**src/rtl/alu_pkg.sv**
```systemverilog
package alu_pkg;

  typedef enum logic [3:0] {
    OP_ADD  = 4'd0,
    OP_SUB  = 4'd1,
    OP_SLT  = 4'd2,
    OP_SLTU = 4'd3,
    OP_AND  = 4'd4,
    OP_OR   = 4'd5,
    OP_XOR  = 4'd6,
    OP_NOR  = 4'd7,
    OP_SLL  = 4'd8,
    OP_SRL  = 4'd9,
    OP_SRA  = 4'd10
  } alu_op_e;

  typedef enum logic [1:0] {
    SH_LEFT  = 2'd0,
    SH_RLOG  = 2'd1,
    SH_RARI  = 2'd2
  } shift_kind_e;

  // Arithmetic and compare codes take a sign-extended immediate.
  function automatic logic imm_signed(input logic [3:0] op);
    return (op <= 4'd3);
  endfunction

  // Codes that route through the shared adder in subtract form.
  function automatic logic uses_subtract(input logic [3:0] op);
    return (op == OP_SUB) || (op == OP_SLT) || (op == OP_SLTU);
  endfunction

endpackage

```
**src/rtl/alu_operand_sel.sv**
```systemverilog
module alu_operand_sel #(
  parameter int WIDTH = 32,
  parameter int IMM_W = 16
) (
  input  logic [3:0]       op_i,
  input  logic [WIDTH-1:0] b_i,
  input  logic [IMM_W-1:0] imm_i,
  input  logic             use_imm_i,
  output logic [WIDTH-1:0] opnd_o
);
  import alu_pkg::*;

  localparam int EXT_W = WIDTH - IMM_W;

  logic             ext_bit;
  logic [WIDTH-1:0] imm_ext;

  // Fill value: immediate sign bit for arithmetic forms, zero for logical.
  assign ext_bit = imm_signed(op_i) & imm_i[IMM_W-1];
  assign imm_ext = {{EXT_W{ext_bit}}, imm_i};
  assign opnd_o  = use_imm_i ? imm_ext : b_i;

endmodule

```
**src/rtl/alu_addsub.sv**
```systemverilog
module alu_addsub #(
  parameter int WIDTH = 32
) (
  input  logic [WIDTH-1:0] a_i,
  input  logic [WIDTH-1:0] b_i,
  input  logic             sub_i,
  output logic [WIDTH-1:0] sum_o,
  output logic             cout_o,
  output logic             lt_s_o,
  output logic             lt_u_o
);

  localparam int MSB = WIDTH - 1;

  logic [WIDTH-1:0] b_eff;
  logic [WIDTH:0]   full;
  logic             same_msb;

  // One adder: subtraction adds the inverted operand plus a carry-in of one.
  assign b_eff    = sub_i ? ~b_i : b_i;
  assign full     = {1'b0, a_i} + {1'b0, b_eff} + {{WIDTH{1'b0}}, sub_i};
  assign sum_o    = full[WIDTH-1:0];
  assign cout_o   = full[WIDTH];

  // Comparisons: differing top bits decide directly, otherwise the
  // difference sign decides (no overflow is possible in that case).
  assign same_msb = ~(a_i[MSB] ^ b_i[MSB]);
  assign lt_s_o   = (a_i[MSB] & ~b_i[MSB]) | (same_msb & full[MSB]);
  assign lt_u_o   = (~a_i[MSB] & b_i[MSB]) | (same_msb & full[MSB]);

endmodule

```
**src/rtl/alu_shifter.sv**
```systemverilog
module alu_shifter #(
  parameter int WIDTH = 32
) (
  input  logic [WIDTH-1:0]         a_i,
  input  logic [$clog2(WIDTH)-1:0] amt_i,
  input  alu_pkg::shift_kind_e     kind_i,
  output logic [WIDTH-1:0]         out_o
);
  import alu_pkg::*;

  localparam int STAGES = $clog2(WIDTH);

  logic             go_left;
  logic             fill;
  logic [WIDTH-1:0] src;
  logic [WIDTH-1:0] stg [0:STAGES];

  assign go_left = (kind_i == SH_LEFT);
  assign fill    = (kind_i == SH_RARI) & a_i[WIDTH-1];

  // Left shifts reuse the right-shift network on a bit-reversed operand.
  always_comb begin
    for (int i = 0; i < WIDTH; i++) begin
      src[i] = go_left ? a_i[WIDTH-1-i] : a_i[i];
    end
  end

  assign stg[0] = src;

  for (genvar s = 0; s < STAGES; s++) begin : g_stage
    localparam int D = 1 << s;
    assign stg[s+1] = amt_i[s] ? {{D{fill}}, stg[s][WIDTH-1:D]} : stg[s];
  end

  always_comb begin
    for (int i = 0; i < WIDTH; i++) begin
      out_o[i] = go_left ? stg[STAGES][WIDTH-1-i] : stg[STAGES][i];
    end
  end

endmodule

```
**src/rtl/alu32.sv**
```systemverilog
module alu32 #(
  parameter int WIDTH = 32,
  parameter int IMM_W = 16
) (
  input  logic [3:0]       op_i,
  input  logic [WIDTH-1:0] a_i,
  input  logic [WIDTH-1:0] b_i,
  input  logic [IMM_W-1:0] imm_i,
  input  logic             use_imm_i,
  output logic [WIDTH-1:0] result_o,
  output logic             carry_o,
  output logic             zero_o
);
  import alu_pkg::*;

  localparam int SHAMT_W = $clog2(WIDTH);

  logic [WIDTH-1:0] opnd;
  logic [WIDTH-1:0] sum;
  logic             cout;
  logic             lt_s;
  logic             lt_u;
  logic [WIDTH-1:0] shifted;
  shift_kind_e      sh_kind;
  logic             do_sub;

  alu_operand_sel #(.WIDTH(WIDTH), .IMM_W(IMM_W)) u_opsel (
    .op_i      (op_i),
    .b_i       (b_i),
    .imm_i     (imm_i),
    .use_imm_i (use_imm_i),
    .opnd_o    (opnd)
  );

  assign do_sub = uses_subtract(op_i);

  alu_addsub #(.WIDTH(WIDTH)) u_addsub (
    .a_i    (a_i),
    .b_i    (opnd),
    .sub_i  (do_sub),
    .sum_o  (sum),
    .cout_o (cout),
    .lt_s_o (lt_s),
    .lt_u_o (lt_u)
  );

  always_comb begin
    unique case (op_i)
      OP_SRL:  sh_kind = SH_RLOG;
      OP_SRA:  sh_kind = SH_RARI;
      default: sh_kind = SH_LEFT;
    endcase
  end

  alu_shifter #(.WIDTH(WIDTH)) u_shift (
    .a_i    (a_i),
    .amt_i  (opnd[SHAMT_W-1:0]),
    .kind_i (sh_kind),
    .out_o  (shifted)
  );

  always_comb begin
    result_o = '0;
    carry_o  = 1'b0;
    case (op_i)
      OP_ADD, OP_SUB: begin
        result_o = sum;
        carry_o  = cout;
      end
      OP_SLT:  result_o = {{(WIDTH-1){1'b0}}, lt_s};
      OP_SLTU: result_o = {{(WIDTH-1){1'b0}}, lt_u};
      OP_AND:  result_o = a_i & opnd;
      OP_OR:   result_o = a_i | opnd;
      OP_XOR:  result_o = a_i ^ opnd;
      OP_NOR:  result_o = ~(a_i | opnd);
      OP_SLL, OP_SRL, OP_SRA: result_o = shifted;
      default: begin
        result_o = '0;
        carry_o  = 1'b0;
      end
    endcase
  end

  assign zero_o = (result_o == '0);

endmodule

```
**config.mk**
```make
export PLATFORM = sky130hd
export DESIGN_NAME = alu32
export DESIGN_NICKNAME = d
export VERILOG_FILES = /design/src/rtl/alu_pkg.sv /design/src/rtl/alu_operand_sel.sv /design/src/rtl/alu_addsub.sv /design/src/rtl/alu_shifter.sv /design/src/rtl/alu32.sv
export SDC_FILE = /design/constraint.sdc
export NUM_CORES = 1
export LEC_CHECK = 0
export BUFFER_PORTS_ARGS = -buffer_cell sky130_fd_sc_hd__clkbuf_2
export CAP_MARGIN = 20
export CORE_UTILIZATION = 50
export DETAILED_ROUTE_END_ITERATION = 7
export PLACE_DENSITY = 0.74
export SYNTH_ARGS = -nofsm -noshare
export SYNTH_HDL_FRONTEND = slang
export SYNTH_HIERARCHICAL = 1
export SYNTH_SLANG_ARGS = --single-unit
```
**constraint.sdc**
```tcl
create_clock -name vclk -period 5.3
set_clock_uncertainty 0.2 [all_clocks]
set_input_delay 0.53 -clock vclk [all_inputs]
set_output_delay 0.53 -clock vclk [all_outputs]
set_load 0.02 [all_outputs]
```
Word level (Yosys, flattened, before mapping)
Index checks and enable logic that the tools add are counted.
{ "totals": {"ff_bits": 0, "input_bits": 85, "wordCells": 111, "out_inout_bits": 34} }
{ "op_classes": {"mux": 74, "bitwise": 16, "reduce_logical": 7, "eq_ne": 11, "n_lt_le_gt_ge": 1, "add_sub_neg": 2} }
{ "op_table": {"columns": ["cell", "n"], "rows": [
  ["$pmux W32 S8", 1],
  ["$mux W32", 7],
  ["$mux W1", 65],
  ["$not A32 Y32", 2],
  ["$add A32 B32 Y33", 1],
  ["$add A33 B1 Y33", 1],
  ["$and A32 B32 Y32", 1],
  ["$logic_not A32 Y1", 1],
  ["$or A32 B32 Y32", 1],
  ["$xor A32 B32 Y32", 1],
  ["$eq A4 B3 Y1 const B", 4],
  ["$eq A4 B4 Y1 const B", 3],
  ["$eq A4 B2 Y1 const B", 2],
  ["$and A1 B1 Y1", 5],
  ["$eq A4 B1 Y1 const B", 1],
  ["$le A4 B2 Y1 const B", 1],
  ["$logic_not A4 Y1", 1],
  ["$pmux W2 S2", 1],
  ["$not A1 Y1", 3],
  ["$reduce_or A3 Y1", 1],
  ["$eq A2 B2 Y1 const B", 1],
  ["$logic_not A2 Y1", 1],
  ["$logic_or A1 B1 Y1", 2],
  ["$or A1 B1 Y1", 2],
  ["2 further kinds", 2]
]} }

Logic depth before layout (Yosys ltp)
{ "logic_depth": {"ltp_word": 12, "ltp_mapped": 24, "ltp_nobuf": 18} }

By module
The synthesis kept the hierarchy.
{ "modules_own_cells": {"columns": ["mod", "area_each_um2", "instances", "cells_each", "seq_area_each_um2"], "rows": [
  ["alu32", 3022.9, 1, 437, 0.0],
  ["alu_shifter", 3010.4, 1, 366, 0.0],
  ["alu_addsub", 2133.3, 1, 291, 0.0],
  ["alu_operand_sel", 451.7, 1, 54, 0.0]
]} }

Worst setup path before layout
No wires, ideal clock.
{ "synth_timing": {"path_type": "input -> output", "start": "input port op_i[3]", "end": "output port zero_o", "path_buffers": 6, "path_stages": 21, "arrival_ns": 5.519, "setup_slack_ns": -0.949, "required_ns": 4.570, "cell_sequence": "buf_2 > buf_2 > clkbuf_1 > nor3_1 > buf_2 > clkbuf_1 > xor2_1 > ha_1 > buf_4 > nand4_2 > or4_4 > or3_1 > o31a_2 > nand4b_2 > xor2_2 > a32oi_1 > or2_2 > nand3_1 > or4_1 > or4b_1 > nor4_2"} }
{ "synth_between": {"word_cells_on_any_way": 109, "cone_classes": "add/sub: 2; order compare: 1; eq/ne: 11; mux: 73; bitwise: 15; reduce/logical: 7"} }
{ "synth_rtl": {"columns": ["element", "line", "text"], "rows": [
  ["from (decl)", "alu32.sv:5", "input logic [3:0] op_i,"],
  ["$eq A4 B1 Y1 or $eq A4 B2 Y1 (tied branches)", "alu_pkg.sv:30", "return (op == OP_SUB) || (op == OP_SLT) || (op == OP_SLTU);"],
  ["$logic_or A1 B1 Y1", "alu_pkg.sv:30", null],
  ["$logic_or A1 B1 Y1 *", "alu_pkg.sv:30", null],
  ["named net do_sub", "alu32.sv:25", "logic do_sub;"],
  ["$mux W32", "alu_addsub.sv:20", "assign b_eff = sub_i ? ~b_i : b_i;"],
  ["$add A32 B32 Y33", "alu_addsub.sv:21", "assign full = {1'b0, a_i} + {1'b0, b_eff} + {{WIDTH{1'b0}}, sub_i};"],
  ["$add A33 B1 Y33 *", "alu_addsub.sv:21", null],
  ["named net sum[31]", "alu32.sv:19", "logic [WIDTH-1:0] sum;"],
  ["$pmux W32 S8 *", "alu32.sv:65", "case (op_i)"],
  ["named net result_o[31]", "alu32.sv:10", "output logic [WIDTH-1:0] result_o,"],
  ["$logic_not A32 Y1 *", "alu32.sv:84", "assign zero_o = (result_o == '0);"],
  ["to (decl)", "alu32.sv:12", "output logic zero_o"]
]} }
Mark *: on every way through the listed nets, which the timed path passes. The rest lies on a longest branch.

Worst setup path after layout
{ "layout_timing": {"start": "input port use_imm_i", "end": "output port zero_o"} }
{ "layout_between": {"elab_chain_len": 9, "word_cells_on_any_way": 56, "cone_classes": "add/sub: 2; mux: 40; bitwise: 13; reduce/logical: 1"} }
{ "layout_rtl": {"columns": ["element", "line", "text"], "rows": [
  ["from (decl)", "alu32.sv:9", "input logic use_imm_i,"],
  ["$mux W32", "alu_operand_sel.sv:21", "assign opnd_o = use_imm_i ? imm_ext : b_i;"],
  ["named net opnd[0]", "alu32.sv:18", "logic [WIDTH-1:0] opnd;"],
  ["$mux W32 (5 in a row)", "alu_shifter.sv:32", "assign stg[s+1] = amt_i[s] ? {{D{fill}}, stg[s][WIDTH-1:D]} : stg[s];"],
  ["$mux W1", "alu_shifter.sv:37", "out_o[i] = go_left ? stg[STAGES][WIDTH-1-i] : stg[STAGES][i];"],
  ["named net shifted[15]", "alu32.sv:23", "logic [WIDTH-1:0] shifted;"],
  ["$pmux W32 S8", "alu32.sv:65", null],
  ["$logic_not A32 Y1", "alu32.sv:84", null]
]} }
The timed path passes the listed nets, and every way through them passes these cells.

==> qor.yml <==
status:
  outcome: "finished with violations"
  violations: "setup timing"
die:
  core-area_um2: 16700
  initial_core_util_pct: 51.6
  rows: 47
  die_y_um: 133
  die_area_um2: 17800
  die_x_um: 133
  pin_count: 119
placed_design:
  portBuffers: 119
  hpwl_um: 32100
  place_ws_ns: -0.591
  routabilityCongestion: 1.08
worst_hold_path:
  min_from: "op_i[3]"
  hold_class: "in2out"
yosys:
  synthCells: 1148
  yosysTopAreaCellShare_pct: 14.1
  syn_nets: 1331
  syn_area_um2: 8620
  avgSynthCellArea_um2: 7.51
  synth_most_common_cell: "nand2_1"
  synth_cell_types: 95
  synth_common_cells: "nand2_1 (98), ha_1 (97), inv_1 (95)"
  yosysSeqAreaShare_pct: 0
  synth_area_leader_cell: "ha_1"
  ys_top_cells_by_area: "ha_1 (14%), mux4_2 (10%), xor2_1 (4.8%)"
  ys_warn_count: 6
timing:
  drv_slew: 0
  fmax_mhz: 176
  worstMarginPinSlew_ns: 1.15
  slew_headroom_pct: 23.0
  setup_slack_ns: -0.374
  setup_viol: 1
  min_period_over_period_pct: 107
  fin_crit_ns: 5.67
  rsz0062_at_grt: "true"
  final_hold_viol_count: 0
routing:
  post_drt_wl_per_cell_um: 23.3
  first_iter_violations: 1406
  detail-route-antenna-nets: 0
  viasPerCell: 6.59
  via_count: 11100
  wl_um: 39200
  drc: 0
  drt_first_pass_iters: 6
finish:
  syn_to_final_growth_pct: 33.1
  layout-drive-gt1-share_pct: 37.5
  clkbuf_count: 0
  nFillCells: 1460
  multi_input_area_um2: 7990
  regArea_um2: 0
  nets: 1649
  seq_cells: 0
  fin_util_pct: 68.7
global_route:
  grt_max_degree: 52
  grt_usage_pct: 43.6
  grt_pass1_wl_um: 59600
  antenna_found_initial: 0
  gr-total-overflow: 0
  grt_pass1_vias: 10400
job:
  cap_violations: 0
critical_path:
  worst_setup_path_start_kind: "primary input"
  end_kind: "output port"
  critPathRequiredTime_ns: 4.57
  path_class: "in2out"
  startpoint: "use_imm_i"
  crit_fanout: 9
  crit_arrival_ns: 4.94
## logic make-up (layout without fill, tap and decap cells)
kind of cell    Yosys count  count (layout)  share of synthesized area [%]
compound gates          362             362                           28.9
xor+xnor                 64              64                           6.59
fa+ha+maj                98              98                           14.3
buf+inv                 188             503                           9.94
mux                     127             127                           21.9
other cells               0               1                              0
simple gates            309             310                           18.3
## cell type report
cell class,instances,share of cell area (%)
antenna,1,0.0218
multi-input combinational,961,69.6
tap,220,2.40
timing repair buffer,404,24.7
inverter,99,3.24
## layout by cell type (no fill, tap or decap), types with 12 or more instances in the layout
| master | Yosys | routed |
|---|---|---|
| nor3_1 | 16 | 14 |
| a21o_1 | 14 | 14 |
| o21ai_0 | 64 | 52 |
| a22oi_1 | 27 | 27 |
| a21oi_1 | 70 | 67 |
| mux2_4 | 15 | 15 |
| mux4_2 | 40 | 40 |
| o21ai_1 | 7 | 16 |
| nor2_1 | 73 | 70 |
| nand3_1 | 25 | 24 |
| o22ai_1 | 15 | 15 |
| o221ai_1 | 17 | 16 |
| mux2_2 | 28 | 28 |
| clkbuf_2 | 1 | 116 |
| buf_4 | 9 | 278 |
| inv_1 | 95 | 95 |
| nand2_1 | 98 | 97 |
| xnor2_1 | 16 | 16 |
| nor2b_1 | 12 | 12 |
| ha_1 | 97 | 96 |
| mux2i_1 | 39 | 39 |
| a31oi_1 | 18 | 18 |
| o211ai_1 | 13 | 13 |
| xor2_1 | 47 | 46 |
## critical path: stages
cell      delay (ns)
clkbuf_2        0.14
buf_12          0.13
mux2_2          0.42
buf_4           0.17
mux2_4          0.30
mux4_2          0.50
a222oi_1        0.36
buf_4           0.21
buf_4           0.12
or2b_1          0.08
a21oi_1         0.07
o21a_1          0.22
nor2b_1         0.16
a32o_1          0.21
a22oi_1         0.17
nand2_1         0.12
nor4_2          0.33
nand4_1         0.19
nor4_4          0.33
buf_4           0.19
## path summary, 6_finish.rpt
check / end / slack (ns) / cells past startpoint
hold / removal: result_o[3] / 1.66 / 5
setup / recovery: zero_o / -0.37 / 20
## layer usage
metal / vias to the layer above / GRT usage, % / part of all wire (%)
li1: 4977 / - / -
met1: 5228 / 59.6 / 41
met2: 779 / 64.1 / 41
met3: 127 / 11.0 / 13
met4: 0 / 20.2 / 5.3
met5: - / 0 / 0
## repair_timing
item                                    in CTS  in global routing
pin swaps                                    8                  4
endpoints found under the setup margin       1                  3
buffers inserted                             2                  1
resized for setup                           36                 10
cloned                                       1                  0
hold buffers                                 0                  0
## metrics by stage
stage / instances / area, um^2 / hold slack [ns] / TNS [ns]
after floorplan: 1148 / 8760 / 1.14 / -0.365
after global placement: 1680 / 11300 / 1.66 / -0.464
after detailed placement: 1680 / 11300 / 1.66 / -0.591
after CTS: 1683 / 11400 / 1.66 / -0.274
after global routing: 1684 / 11500 / 1.69 / -0.589
final: 1685 / 11500 / 1.66 / -0.374
